==> src/rtl/dbg_gate_pkg.sv <==
package dbg_gate_pkg;
  localparam int unsigned KEY_W_DEF   = 64;
  localparam int unsigned LOCKOUT_DEF = 1024;

  typedef enum logic [1:0] {
    GATE_KILLED = 2'd0,
    GATE_DEV    = 2'd1,
    GATE_KEYED  = 2'd2,
    GATE_CLOSED = 2'd3
  } gate_state_e;
endpackage

==> src/rtl/dbg_key_shifter.sv <==
module dbg_key_shifter #(
  parameter int unsigned KEY_W = 64
) (
  input  logic             clk,
  input  logic             rst,
  input  logic             sh_data,
  input  logic             sh_valid,
  output logic [KEY_W-1:0] word
);
  always_ff @(posedge clk) begin
    if (rst)
      word <= '0;
    else if (sh_valid)
      word <= {sh_data, word[KEY_W-1:1]};
  end
endmodule

==> src/rtl/dbg_unlock_unit.sv <==
module dbg_unlock_unit #(
  parameter int unsigned KEY_W   = 64,
  parameter int unsigned LOCKOUT = 1024
) (
  input  logic             clk,
  input  logic             rst,
  input  logic             armed,
  input  logic             strobe,
  input  logic [KEY_W-1:0] cand,
  input  logic [KEY_W-1:0] ref_key,
  output logic             unlocked,
  output logic             fail,
  output logic             busy
);
  localparam int unsigned CNT_W = $clog2(LOCKOUT + 1);

  logic [CNT_W-1:0] cnt;
  logic             take;

  assign busy = (cnt != '0);
  assign take = strobe && armed && !busy && !unlocked;

  always_ff @(posedge clk) begin
    if (rst) begin
      unlocked <= 1'b0;
      fail     <= 1'b0;
      cnt      <= '0;
    end else begin
      if (busy)
        cnt <= cnt - 1'b1;
      if (take) begin
        if (cand == ref_key) begin
          unlocked <= 1'b1;
          fail     <= 1'b0;
        end else begin
          fail <= 1'b1;
          cnt  <= CNT_W'(LOCKOUT);
        end
      end
    end
  end

  AST_UNLOCK_STICKY: assert property (@(posedge clk) disable iff (rst)
    unlocked |=> unlocked);
  AST_LOCKOUT_IGNORE: assert property (@(posedge clk) disable iff (rst)
    (busy && strobe) |=> ($stable(unlocked) && $stable(fail)));
  AST_UNARMED_IGNORE: assert property (@(posedge clk) disable iff (rst)
    (!armed && !busy && !unlocked) |=> !unlocked);
  AST_FAIL_CLOSED: assert property (@(posedge clk) disable iff (rst)
    $rose(fail) |-> !unlocked);
endmodule

==> src/rtl/dbg_key_readport.sv <==
module dbg_key_readport #(
  parameter int unsigned KEY_W = 64
) (
  input  logic             clk,
  input  logic             rst,
  input  logic             rd,
  input  logic             lock,
  input  logic [KEY_W-1:0] key,
  output logic [KEY_W-1:0] rd_data
);
  always_ff @(posedge clk) begin
    if (rst)
      rd_data <= '0;
    else if (rd)
      rd_data <= lock ? '0 : key;
  end

  AST_RD_MASKED: assert property (@(posedge clk) disable iff (rst)
    (rd && lock) |=> (rd_data == '0));
  AST_RD_HOLD: assert property (@(posedge clk) disable iff (rst)
    !rd |=> $stable(rd_data));
endmodule

==> src/rtl/dbg_gate_ctrl.sv <==
module dbg_gate_ctrl
  import dbg_gate_pkg::*;
#(
  parameter int unsigned KEY_W   = KEY_W_DEF,
  parameter int unsigned LOCKOUT = LOCKOUT_DEF
) (
  input  logic             clk,
  input  logic             rst,
  input  logic             cfg_prod,
  input  logic             cfg_kill,
  input  logic             cfg_keyed,
  input  logic [KEY_W-1:0] cfg_key,
  input  logic             cfg_key_lock,
  input  logic             key_sh_data,
  input  logic             key_sh_valid,
  input  logic             key_cmp,
  input  logic             sw_rd,
  output logic [KEY_W-1:0] sw_rd_data,
  output logic             dbg_enable,
  output logic             unlocked,
  output logic             fail,
  output logic             lockout
);
  logic [KEY_W-1:0] cand;
  logic             kill_seen;
  gate_state_e      gate;

  dbg_key_shifter #(.KEY_W(KEY_W)) u_shift (
    .clk(clk), .rst(rst), .sh_data(key_sh_data), .sh_valid(key_sh_valid),
    .word(cand)
  );

  dbg_unlock_unit #(.KEY_W(KEY_W), .LOCKOUT(LOCKOUT)) u_unlock (
    .clk(clk), .rst(rst), .armed(cfg_prod && cfg_keyed), .strobe(key_cmp),
    .cand(cand), .ref_key(cfg_key), .unlocked(unlocked), .fail(fail),
    .busy(lockout)
  );

  dbg_key_readport #(.KEY_W(KEY_W)) u_rd (
    .clk(clk), .rst(rst), .rd(sw_rd), .lock(cfg_key_lock), .key(cfg_key),
    .rd_data(sw_rd_data)
  );

  always_comb begin
    if (cfg_kill || kill_seen)  gate = GATE_KILLED;
    else if (!cfg_prod)         gate = GATE_DEV;
    else if (cfg_keyed)         gate = GATE_KEYED;
    else                        gate = GATE_CLOSED;
  end

  always_ff @(posedge clk) begin
    if (rst) begin
      kill_seen  <= 1'b0;
      dbg_enable <= 1'b0;
    end else begin
      if (cfg_kill)
        kill_seen <= 1'b1;
      case (gate)
        GATE_DEV:   dbg_enable <= 1'b1;
        GATE_KEYED: dbg_enable <= unlocked;
        default:    dbg_enable <= 1'b0;
      endcase
    end
  end

  AST_KILL_OFF: assert property (@(posedge clk) disable iff (rst)
    cfg_kill |=> !dbg_enable);
  AST_KILL_STAYS: assert property (@(posedge clk) disable iff (rst)
    kill_seen |=> (kill_seen && !dbg_enable));
  AST_PROD_UNKEYED_OFF: assert property (@(posedge clk) disable iff (rst)
    (cfg_prod && !cfg_keyed) |=> !dbg_enable);
  AST_KEYED_NEEDS_UNLOCK: assert property (@(posedge clk) disable iff (rst)
    (cfg_prod && !unlocked) |=> !dbg_enable);
endmodule

==> config.mk <==
export PLATFORM = sky130hd
export DESIGN_NAME = dbg_gate_ctrl
export DESIGN_NICKNAME = d
export VERILOG_FILES = /design/src/rtl/dbg_gate_pkg.sv /design/src/rtl/dbg_key_shifter.sv /design/src/rtl/dbg_unlock_unit.sv /design/src/rtl/dbg_key_readport.sv /design/src/rtl/dbg_gate_ctrl.sv
export SDC_FILE = /design/constraint.sdc
export NUM_CORES = 1
export LEC_CHECK = 0
export CAP_MARGIN = 0
export CORE_UTILIZATION = 54
export DETAILED_ROUTE_END_ITERATION = 8
export PLACE_DENSITY = 0.86
export SLEW_MARGIN = 15
export SYNTH_ARGS = -nofsm -noshare
export SYNTH_HDL_FRONTEND = slang
export SYNTH_SLANG_ARGS = --single-unit
==> constraint.sdc <==
create_clock -name clk -period 4.8 [get_ports clk]
set_clock_uncertainty 0.05 [all_clocks]
set_input_delay 0.48 -clock clk [delete_from_list [all_inputs] [get_ports clk]]
set_output_delay 0.48 -clock clk [all_outputs]
set_load 0.01 [all_outputs]
==> flow_metrics.tcl <==
set metrics [dict create \
    initial_core_util_pct 55.27 \
    r2r-end "u_unlock.fail" \
    grt_pass1_wl_mm 24.87 \
    r2r_slack_ns 2.71 \
    nNetsFinal 854 \
    globalRouteOverflowTotal 0 \
    die_h_microns 107.3 \
    dr.first_iter.drc_count 333 \
    clockRootBuffer "clkbuf_8" \
    grt_setup_unrepaired "no" \
    setup_viol_count_final 0 \
    regArea_sq_mm 0.002863 \
    finalMaxSlewViolations 0 \
    htree_levels 4 \
    async_reset_ff_share_pct 0 \
    cts-root-to-sink-buffers 2 \
    numCtsBuffers 17 \
    place_congestion 0.7760 \
    cts_setup_buffers 0 \
    relSlewSlack_pct 29.24 \
    irDropWorstVdd_mv 0.2566 \
    clock_sinks 143 \
    grt_usage_pct 28.03 \
    crit_path_end_kind "output port" \
    crit_family "simple AND/OR/NAND/NOR gates" \
    cts_tree "yes" \
    fill_cells 717 \
    core_area_sq_mm 0.01084 \
    placed_cell_area_sq_mm 0.007433 \
    antennaDiodeCount 0 \
    crit_chain "nor4_2, and4b_1, inv_6, clkdlybuf4s50_1" \
    cts.clk_slew.worst_paths_ns 0.06 \
    hold_path_end "kill_seen" \
    final.setup.tns_ns 0 \
    worst-endpoint-arrival_ns 2.29 \
    synth-seq-area-share_pct 47.78 \
    holdWs_ns 0.4391 \
    row_count 38 \
    reg2reg_from "u_unlock.cnt[2]" \
    status "complete, no violations" \
    cp_num_buf_inv 2 \
    multi_input_area_sq_mm 0.002948 \
    power.density_mw_per_mm2 397.8 \
    fmax_mhz 354.9 \
    max_cap_viol_count 0 \
    vias_per_cell 5.360 \
    postLayoutCellArea_sq_mm 0.008063 \
    pin_count 142 \
    dr.pass1.iters 4 \
    grt_max_degree 101 \
    slowest_stage "clkdlybuf4s50_1" \
    met1_usage_pct 35.40 \
    utilization_pct 74.38 \
    area.growth.synth_to_final_pct 34.56 \
    finalHoldViolCount 0 \
    reg2regPathDepth 6 \
    dp_hpwl_mm 10.33 \
    cp_max_fo 10 \
    worstMarginPinSlew_ns 1.061 \
    leakagePower_uw 0.003088 \
    postRouteAntennaNets 0 \
    hold_depth 2 \
    grtUsageMet3_pct 5.630 \
    hp-start "kill_seen" \
    cp_slowest_stage_delay_ns 0.49 \
    period_needed_ns 2.818 \
    io_buffers 141 \
    grt.busiest_layer "met2" \
    drive_gt1_share_pct 5.323 \
    die-area_sq_mm 0.01152 \
    wl_per_cell_microns 16.79 \
    ctsHoldBuffers 0 \
    synth_cells 652 \
    crit_required_ns 4.27 \
    hp-class "flip-flop to flip-flop" \
    die_w_microns 107.3 \
    synth_edf_count 0 \
    avgSynthCellArea_sq_um 9.190 \
    use_met2_pct 47.28 \
    route.vias.total 4979 \
    yosys_warnings 0 \
    clk_latency_ns 0.53 \
    synth_flop_cell "dfxtp_1" \
    ctsResizeCount 0 \
    grt_pass1_vias 4990 \
    antenna_found_initial 0 \
    drc 0 \
    criticalPathCategory "flip-flop to output port" \
    syn_nets 730 \
    syn_area_sq_mm 0.005992 \
    routed_wl_mm 15.60 \
    start_kind "flip-flop" \
    period_share_pct 58.70 \
    yosysUniqueCellTypes 31 \
    synth_seq_cells 143 \
]
-- worst max path at each step --
stage                         start                to  slack (ns)  depth (start not counted)
floorplan           u_unlock.cnt[2]     u_unlock.fail        3.06                          7
global placement              sw_rd  u_rd.rd_data[47]        2.25                          5
detailed placement            sw_rd  u_rd.rd_data[60]        2.14                          5
CTS                 u_unlock.cnt[2]           lockout        1.99                          4
global route        u_unlock.cnt[2]           lockout        1.90                          4
finish              u_unlock.cnt[2]           lockout        1.98                          4
-- stage by stage --
stage | total power (uW) | instances | setup slack (ns)
floorplan | 1639 | 652 | 3.065
global route | 3309 | 929 | 1.901
global placement | 1807 | 897 | 2.253
detailed placement | 1829 | 897 | 2.139
finish | 3208 | 929 | 1.982
CTS | 3204 | 929 | 1.988
-- kinds of logic after synthesis --
group	share of synthesized area, %
and+or+nand+nor	20.57
DFF	47.78
xor gates and xnor gates	10.67
AOI/OAI and AO/OA	6.306
muxes	10.69
buffers and inverters	3.153
adders and majority gates	0.8353
-- power by group --
part | switching (uW) | internal [uW] | leakage, uW
Combinational | 276 | 248 | 0.00163
Sequential | 46.8 | 1250 | 0.00116
Clock | 516 | 875 | 0.000294
Total | 839 | 2370 | 0.00309
-- worst register-to-register path, stage by stage, from the launching register on --
cell and delay (ns):
dfxtp_1 0.36, nor4_2 0.39, and4b_1 0.42, inv_6 0.10
nor4_4 0.39, nor2_1 0.10, a211oi_2 0.20
-- synth_stat cells (3+ instances only) --
cell,number,share of area (%)
a21oi_1,67,5.6
buf_2,6,0.50
clkbuf_1,29,1.8
dfxtp_1,143,48
ha_1,4,0.84
inv_1,6,0.38
mux2i_1,64,11
nand2_1,5,0.31
nand3_1,4,0.33
nand3b_1,3,0.38
nand4_1,17,1.8
nor2_1,140,8.8
nor2b_1,64,6.7
nor3_1,4,0.33
nor4_1,6,0.63
xnor2_1,65,9.5
xor2_1,8,1.2
-- routing by layer --
| metal | up-vias | share of wire (%) | wire [microns] |
|---|---|---|---|
| met1 | 2380 | 44 | 6796 |
| met3 | 31 | 5.0 | 774 |
| li1 | 2406 | - | - |
| met4 | 0 | 2.4 | 381 |
| met5 | - | 0 | 0 |
| met2 | 162 | 49 | 7645 |
-- placed cells by master (no fill, tap or decap), types with 4 or more instances in the layout --
| cell type | instances |
|---|---|
| nor3_1 | 4 |
| inv_1 | 6 |
| nor2b_1 | 63 |
| nand3_1 | 4 |
| nor4_1 | 6 |
| mux2i_1 | 64 |
| clkinvlp_4 | 4 |
| dfxtp_1 | 143 |
| xor2_1 | 8 |
| a21oi_1 | 67 |
| nor2_1 | 140 |
| clkdlybuf4s50_1 | 138 |
| xnor2_1 | 65 |
| clkbuf_16 | 16 |
| ha_1 | 4 |
| bufinv_16 | 4 |
| nand2_1 | 5 |
| nand4_1 | 17 |
| buf_4 | 5 |
-- layout make-up --
type	count	share of cell area, %
inverter	7	0.3880
clock inverter	12	2.250
timing repair buffer	143	17.60
sequential	143	35.51
clock buffer	20	5.525
tap	140	2.173
multi-input combinational	464	36.56
-- registers in the layout, summed over array words and instances (netlist names) --
register,cells
u_unlock.cnt,11
u_rd.rd_data,64
dbg_enable,1
u_unlock.fail,1
u_shift.word,64
u_unlock.unlocked,1
kill_seen,1
Note: power is estimated with default switching activity, not from simulation.
